<file path="src/rtl/prescaled_downtimer.sv">
module prescaled_downtimer #(
  parameter int DW = 32,
  parameter int AW = 5,
  parameter int PW = 8
) (
  input  logic          clk,
  input  logic          rst_n,
  input  logic          sel,
  input  logic          we,
  input  logic [AW-1:0] addr,
  input  logic [DW-1:0] wdata,
  output logic [DW-1:0] rdata,
  output logic          irq
);
  localparam logic [AW-1:0] OFS_LOAD = AW'(5'h00);
  localparam logic [AW-1:0] OFS_CNT  = AW'(5'h04);
  localparam logic [AW-1:0] OFS_CTRL = AW'(5'h08);
  localparam logic [AW-1:0] OFS_STAT = AW'(5'h0C);
  localparam int PLO = 8;

  logic [DW-1:0] load_q, count_q;
  logic [PW-1:0] psc_q, pre_q;
  logic          en_q, arl_q, stat_q;

  wire wr      = sel && we;
  wire wr_load = wr && addr == OFS_LOAD;
  wire wr_cnt  = wr && addr == OFS_CNT;
  wire wr_ctrl = wr && addr == OFS_CTRL;
  wire wr_stat = wr && addr == OFS_STAT;
  wire en_rise = wr_ctrl && wdata[0] && !en_q;
  wire run     = en_q && count_q != '0;
  wire tick    = run && pre_q == psc_q;
  wire expire  = tick && count_q == DW'(1);

  always_ff @(posedge clk or negedge rst_n) begin
    if (!rst_n) begin
      load_q  <= '0;
      count_q <= '0;
      pre_q   <= '0;
      psc_q   <= '0;
      en_q    <= 1'b0;
      arl_q   <= 1'b0;
      stat_q  <= 1'b0;
    end else begin
      if (wr_load) load_q <= wdata;

      if (wr_load || wr_cnt)
        count_q <= wdata;
      else if (en_rise && count_q == '0 && wdata[1])
        count_q <= load_q;
      else if (tick)
        count_q <= (count_q == DW'(1)) ? (arl_q ? load_q : '0) : count_q - DW'(1);

      if (wr_load || wr_cnt || en_rise || !run || tick)
        pre_q <= '0;
      else
        pre_q <= pre_q + PW'(1);

      if (wr_ctrl) begin
        en_q  <= wdata[0];
        arl_q <= wdata[1];
        psc_q <= wdata[PLO +: PW];
      end

      stat_q <= expire || (stat_q && !(wr_stat && wdata[0]));
    end
  end

  always_comb begin
    rdata = '0;
    case (addr)
      OFS_LOAD: rdata = load_q;
      OFS_CNT:  rdata = run ? count_q : '0;
      OFS_CTRL: begin
        rdata[0]        = en_q;
        rdata[1]        = arl_q;
        rdata[PLO +: PW] = psc_q;
      end
      OFS_STAT: rdata[0] = stat_q;
      default:  rdata = '0;
    endcase
  end

  assign irq = stat_q;
endmodule

</file>
<file path="config.mk">
export PLATFORM = sky130hd
export DESIGN_NAME = prescaled_downtimer
export DESIGN_NICKNAME = d
export VERILOG_FILES = /design/src/rtl/prescaled_downtimer.sv
export SDC_FILE = /design/constraint.sdc
export NUM_CORES = 1
export LEC_CHECK = 0
export ABC_CLOCK_PERIOD_IN_PS = 4000
export BUFFER_PORTS_ARGS = -buffer_cell sky130_fd_sc_hd__clkbuf_2
export CAP_MARGIN = 20
export CORE_MARGIN = 10
export CORE_UTILIZATION = 40
export DETAILED_ROUTE_END_ITERATION = 10
export PLACE_DENSITY = 0.64
export SLEW_MARGIN = 10
export SYNTH_ARGS = -nofsm -noshare
export SYNTH_HDL_FRONTEND = slang
export SYNTH_SLANG_ARGS = --single-unit
</file>
<file path="constraint.sdc">
create_clock -name clk -period 4 [get_ports clk]
set_clock_uncertainty 0.05 [all_clocks]
set_input_delay 0.2 -clock clk [delete_from_list [all_inputs] [get_ports clk]]
set_output_delay 0.2 -clock clk [all_outputs]
set_load 0.005 [all_outputs]
</file>
* Word level (Yosys, flattened, before mapping)
Index checks and enable logic that the tools add are counted.
** Word-level totals
- Output and inout port bits :: 33
- Flip-flop bits (word level) :: 83
- ROM bits :: 0
- Latch bits :: 0
- RAM bits :: 0
- Memories :: 0
- Input port bits :: 41
** Cells by class
- Mux-type cells :: 12
- Order comparisons :: 0
- Eq/ne operators :: 5
- Divide/modulo/power cells :: 0
- Shift-type cells :: 0
- Multipliers :: 0
- Reductions and logical operators :: 26
- Add/sub/neg operators :: 2
- Bitwise operators :: 0
** Operators with widths (number)
- $mux 32 :: 6
- $eq 32x1->1 const B :: 1
- $logic_not 32->1 :: 1
- $pmux 16 s2 :: 1
- $reduce_bool 32->1 :: 1
- $sub 32x1->32 const B :: 1
- $pmux 8 s3 :: 1
- $logic_and 1x1->1 :: 14
- $pmux 6 s2 :: 1
- $eq 5x4->1 const B :: 2
- $add 8x1->8 const B :: 1
- $eq 8x8->1 :: 1
- $mux 8 :: 1
- $eq 5x3->1 const B :: 1
- $logic_not 5->1 :: 1
- $logic_or 1x1->1 :: 5
- $pmux 1 s4 :: 1
- $logic_not 1->1 :: 3
- $pmux 1 s3 :: 1
- $reduce_bool 3->1 :: 1

* Logic depth before layout (Yosys ltp)
- Word-level depth :: 8
- Gate-level depth with buffers :: 9
- Gate-level depth less buffers :: 8

* Worst setup path after synthesis
No wires, ideal clock.
- Path kind :: register to output
- From :: reg count_q[4]
- To :: out rdata[11]
- Stages on the path, launching flop included :: 9
- Arrival :: 2.590 ns
- Path buffers :: 2
- Path slack :: 1.160 ns
- Path through :: dfrtp_1 -> or4_1 -> clkbuf_2 -> or4_4 -> o41ai_1 -> nor2_1 -> clkbuf_1 -> a222oi_1 -> inv_1
** On the way
- Longest elaborated chain between the ends :: 4
** Ends and longest elaborated chain
- start, declared :: line 21 : logic [DW-1:0] load_q, count_q;
- start signal, assigned :: line 48 : count_q <= wdata;
- start signal, assigned :: line 50 : count_q <= load_q;
- start signal, assigned :: line 52 : count_q <= (count_q == DW'(1)) ? (arl_q ? load_q : '0) : count_q - DW'(1);
- $reduce_bool 32->1 :: line 31 : wire run = en_q && count_q != '0;
- $logic_and 1x1->1 :: line 31
- $mux 32 :: line 73 : OFS_CNT: rdata = run ? count_q : '0;
- $pmux 8 s3 :: line 71 : case (addr)
- end, declared :: line 12 : output logic [DW-1:0] rdata,
No other way between the ends.

* Final worst setup path
- From :: reg count_q[4]
- To :: out rdata[8]
The elaborated chain is that of the path after synthesis.

==> run metrics <==
num ports=74; yosys warns=0; Reg power frac=0.421; First-pass DRT Iterations=5; non-filler cells, final=726; Antenna Cells=0; first-pass GRT wire length=23900 µm; post-layout worst setup margin=465 ps; Die X=131 µm; Max Used Layer=met4; Die H=131 µm; share of cells above drive strength 1=0.275; RSZ-0062 raised after global routing=false; mapped cell area=4910 µm²; hold path cells=2; VDD IR-drop max=213 µV; setup TNS=0 ps; Setup crit end kind=output pin; post-synthesis async set-or-reset flop share=1.00; EDFF count, synth=0; Final Cell Area=5850 µm²; initial antenna violation count=0; # Post-CTS Setup Buffers=0; CTS HTree Levels=3; post-synth top area share=0.423; cell count after placement=708; CTS sink cnt=83; most common cell in the netlist=dfrtp_1; core area=12000 µm²; CTS Buf Count=9; worst hold slack=45.1 ps; critical path type=flop to output pin; Comb power frac=0.231; DR WL met2=6810 µm; Worst EP required=3750 ps; Cell Pwr Density=475 nW/µm²; crit path launch type=flop; Yosys reg bits=83; vias in the first global route=4615; Clk network pwr share=0.348; Iter 0 DRT Violations=442; Die Area=17100 µm²; leading area contributor after synthesis=dfrtp_1; Commonest cells post-synth=dfrtp_1 (83), nor2_1 (56), mux2_2 (43); Root Buffer=clkbuf_16; final worst-path cycle share=0.884; final wirelength=14700 µm; worst-path maximum fanout=19; Tightest Pin Transition=912 ps; WP data arrival=3290 ps; GRT Total Usage=0.175; Pleak=0.00271 µW; NetSw=889 µW; Syn Nets=554; HPWL Detailed=10100 µm; worst hold path type=input pin to flop; post-synthesis cell type count=50; TritonCTS clock tree=yes; status=completed; internal power=1890 µW; drt drc=0; fin crit period=3540 ps; Remaining Overflow, GRT=0; post-synthesis sequential area ratio=0.423; Antenna Nets Post-Route=0; dpl cell area=5460 µm²; Avg Cell Area, Syn=9.65 µm²; routed vias=4491; drt wl/cell=20.2 µm; Final Max Slew Viols=0; WL met3=940 µm; routability cong.=0.857; Setup-failing EPs final=0; Synth area leaders=dfrtp_1 (42%), mux2_2 (9.9%), nor2_1 (4.3%); Fmax=0.283 GHz; Final Hold Vio Count=0; Rel. slew slack=0.391; Synth Flop Type=dfrtp_1; Clk pin slew, worst setup/hold paths=60 ps; Std-Cell Rows=40; clock latency on the worst-skew pair=350 ps; Fillers=1139; Layout area overhead=19.0%; r2r worst-path depth=7; Total Nets Final=619; Buffers on Ports=73; Post-Place Setup Slack=677 ps; max cap viols=0; Starting Density=0.409; Post-Synthesis Cells=509; Max Buffers Root-to-Sink=2; Post-Route M1 WL=6710 µm; largest net degree at the start of global routing=84; Via density=6.19; switching fraction of total power=0.320
[power by group through the flow]
stage               logic, µW  registers [µW]  clock network (µW)
floorplan                 500            1110                   0
global placement          610            1170                   0
detailed placement        629            1180                   0
CTS                       634            1170                 988
global route              721            1190                1030
finish                    642            1170                 968
[final timing paths]
path / start / endpoint / slack, ps
min: wdata[31] / load_q[31] / 50
min reg2reg: irq / irq / 460
max in group asynchronous: rst_n / psc_q[7] / 2970
max: count_q[4] / rdata[8] / 460
min in group asynchronous: rst_n / count_q[29] / 280
max reg2reg: count_q[4] / count_q[1] / 810
[cells in the final DEF (no fill, tap or decap), types with 13 or more instances in the layout]
cell,synthesis,routed
xor2_1,18,18
mux2_2,43,43
nor3_1,23,22
inv_1,14,14
buf_4,0,18
nor4_1,14,13
a22o_1,24,24
o21ai_0,33,33
nand2_1,20,20
dfrtp_1,83,83
o31ai_1,23,23
a221oi_1,17,17
nor2_1,56,55
clkbuf_2,2,72
[flip-flops by register name, indices dropped and copies added (netlist names)]
register / count
load_q: 32
pre_q: 8
arl_q: 1
irq: 1
count_q: 32
psc_q: 8
en_q: 1
[through the flow]
stage / power [µW] / utilization
final: 2780 / 0.487
after detailed placement: 1810 / 0.454
after global placement: 1780 / 0.454
after global routing: 2940 / 0.487
after CTS: 2790 / 0.483
after floorplan: 1610 / -
[kinds of logic (layout without fill, tap and decap cells)]
group	count (synthesis)	count (layout)	share of synthesized area
AOI/OAI and AO/OA	142	142	0.217
xor gates and xnor gates	23	23	0.0410
adders and majority gates	4	4	0.0102
buffers and inverters	52	122	0.0428
DFF	83	83	0.423
muxes	43	43	0.0985
and+or+nand+nor	162	162	0.167
[metal layers]
layer / vias up / global-route usage
met5: - / 0
met4: 0 / 0.0595
met3: 23 / 0.0544
met2: 152 / 0.272
met1: 2250 / 0.226
li1: 2066 / -
[area by class of cell]
cell class	instances	area [µm²]	share of cell area
multi-input cells	374	2660	0.454
flip-flops and latches	83	2080	0.355
repair buffers	92	533	0.0912
clock buffers	10	229	0.0392
well taps	147	184	0.0315
clock inverters	6	114	0.0195
inverters	14	52.6	0.00899
[what timing repair did]
action                     in CTS  in global routing
resized for setup               0                  1
hold buffers                    0                  1
hold endpoints to repair        0                 29
setup endpoints to repair       0                  4
[critical path, stage by stage, from the launching register on]
cell and delay [ps]:
dfrtp_1 440, or4_1 680, or4_4 530, o41ai_2 350, nor2_2 280, a222oi_1 430
inv_1 90, clkbuf_2 130
No activity file was read; power rests on OpenSTA's default activity.
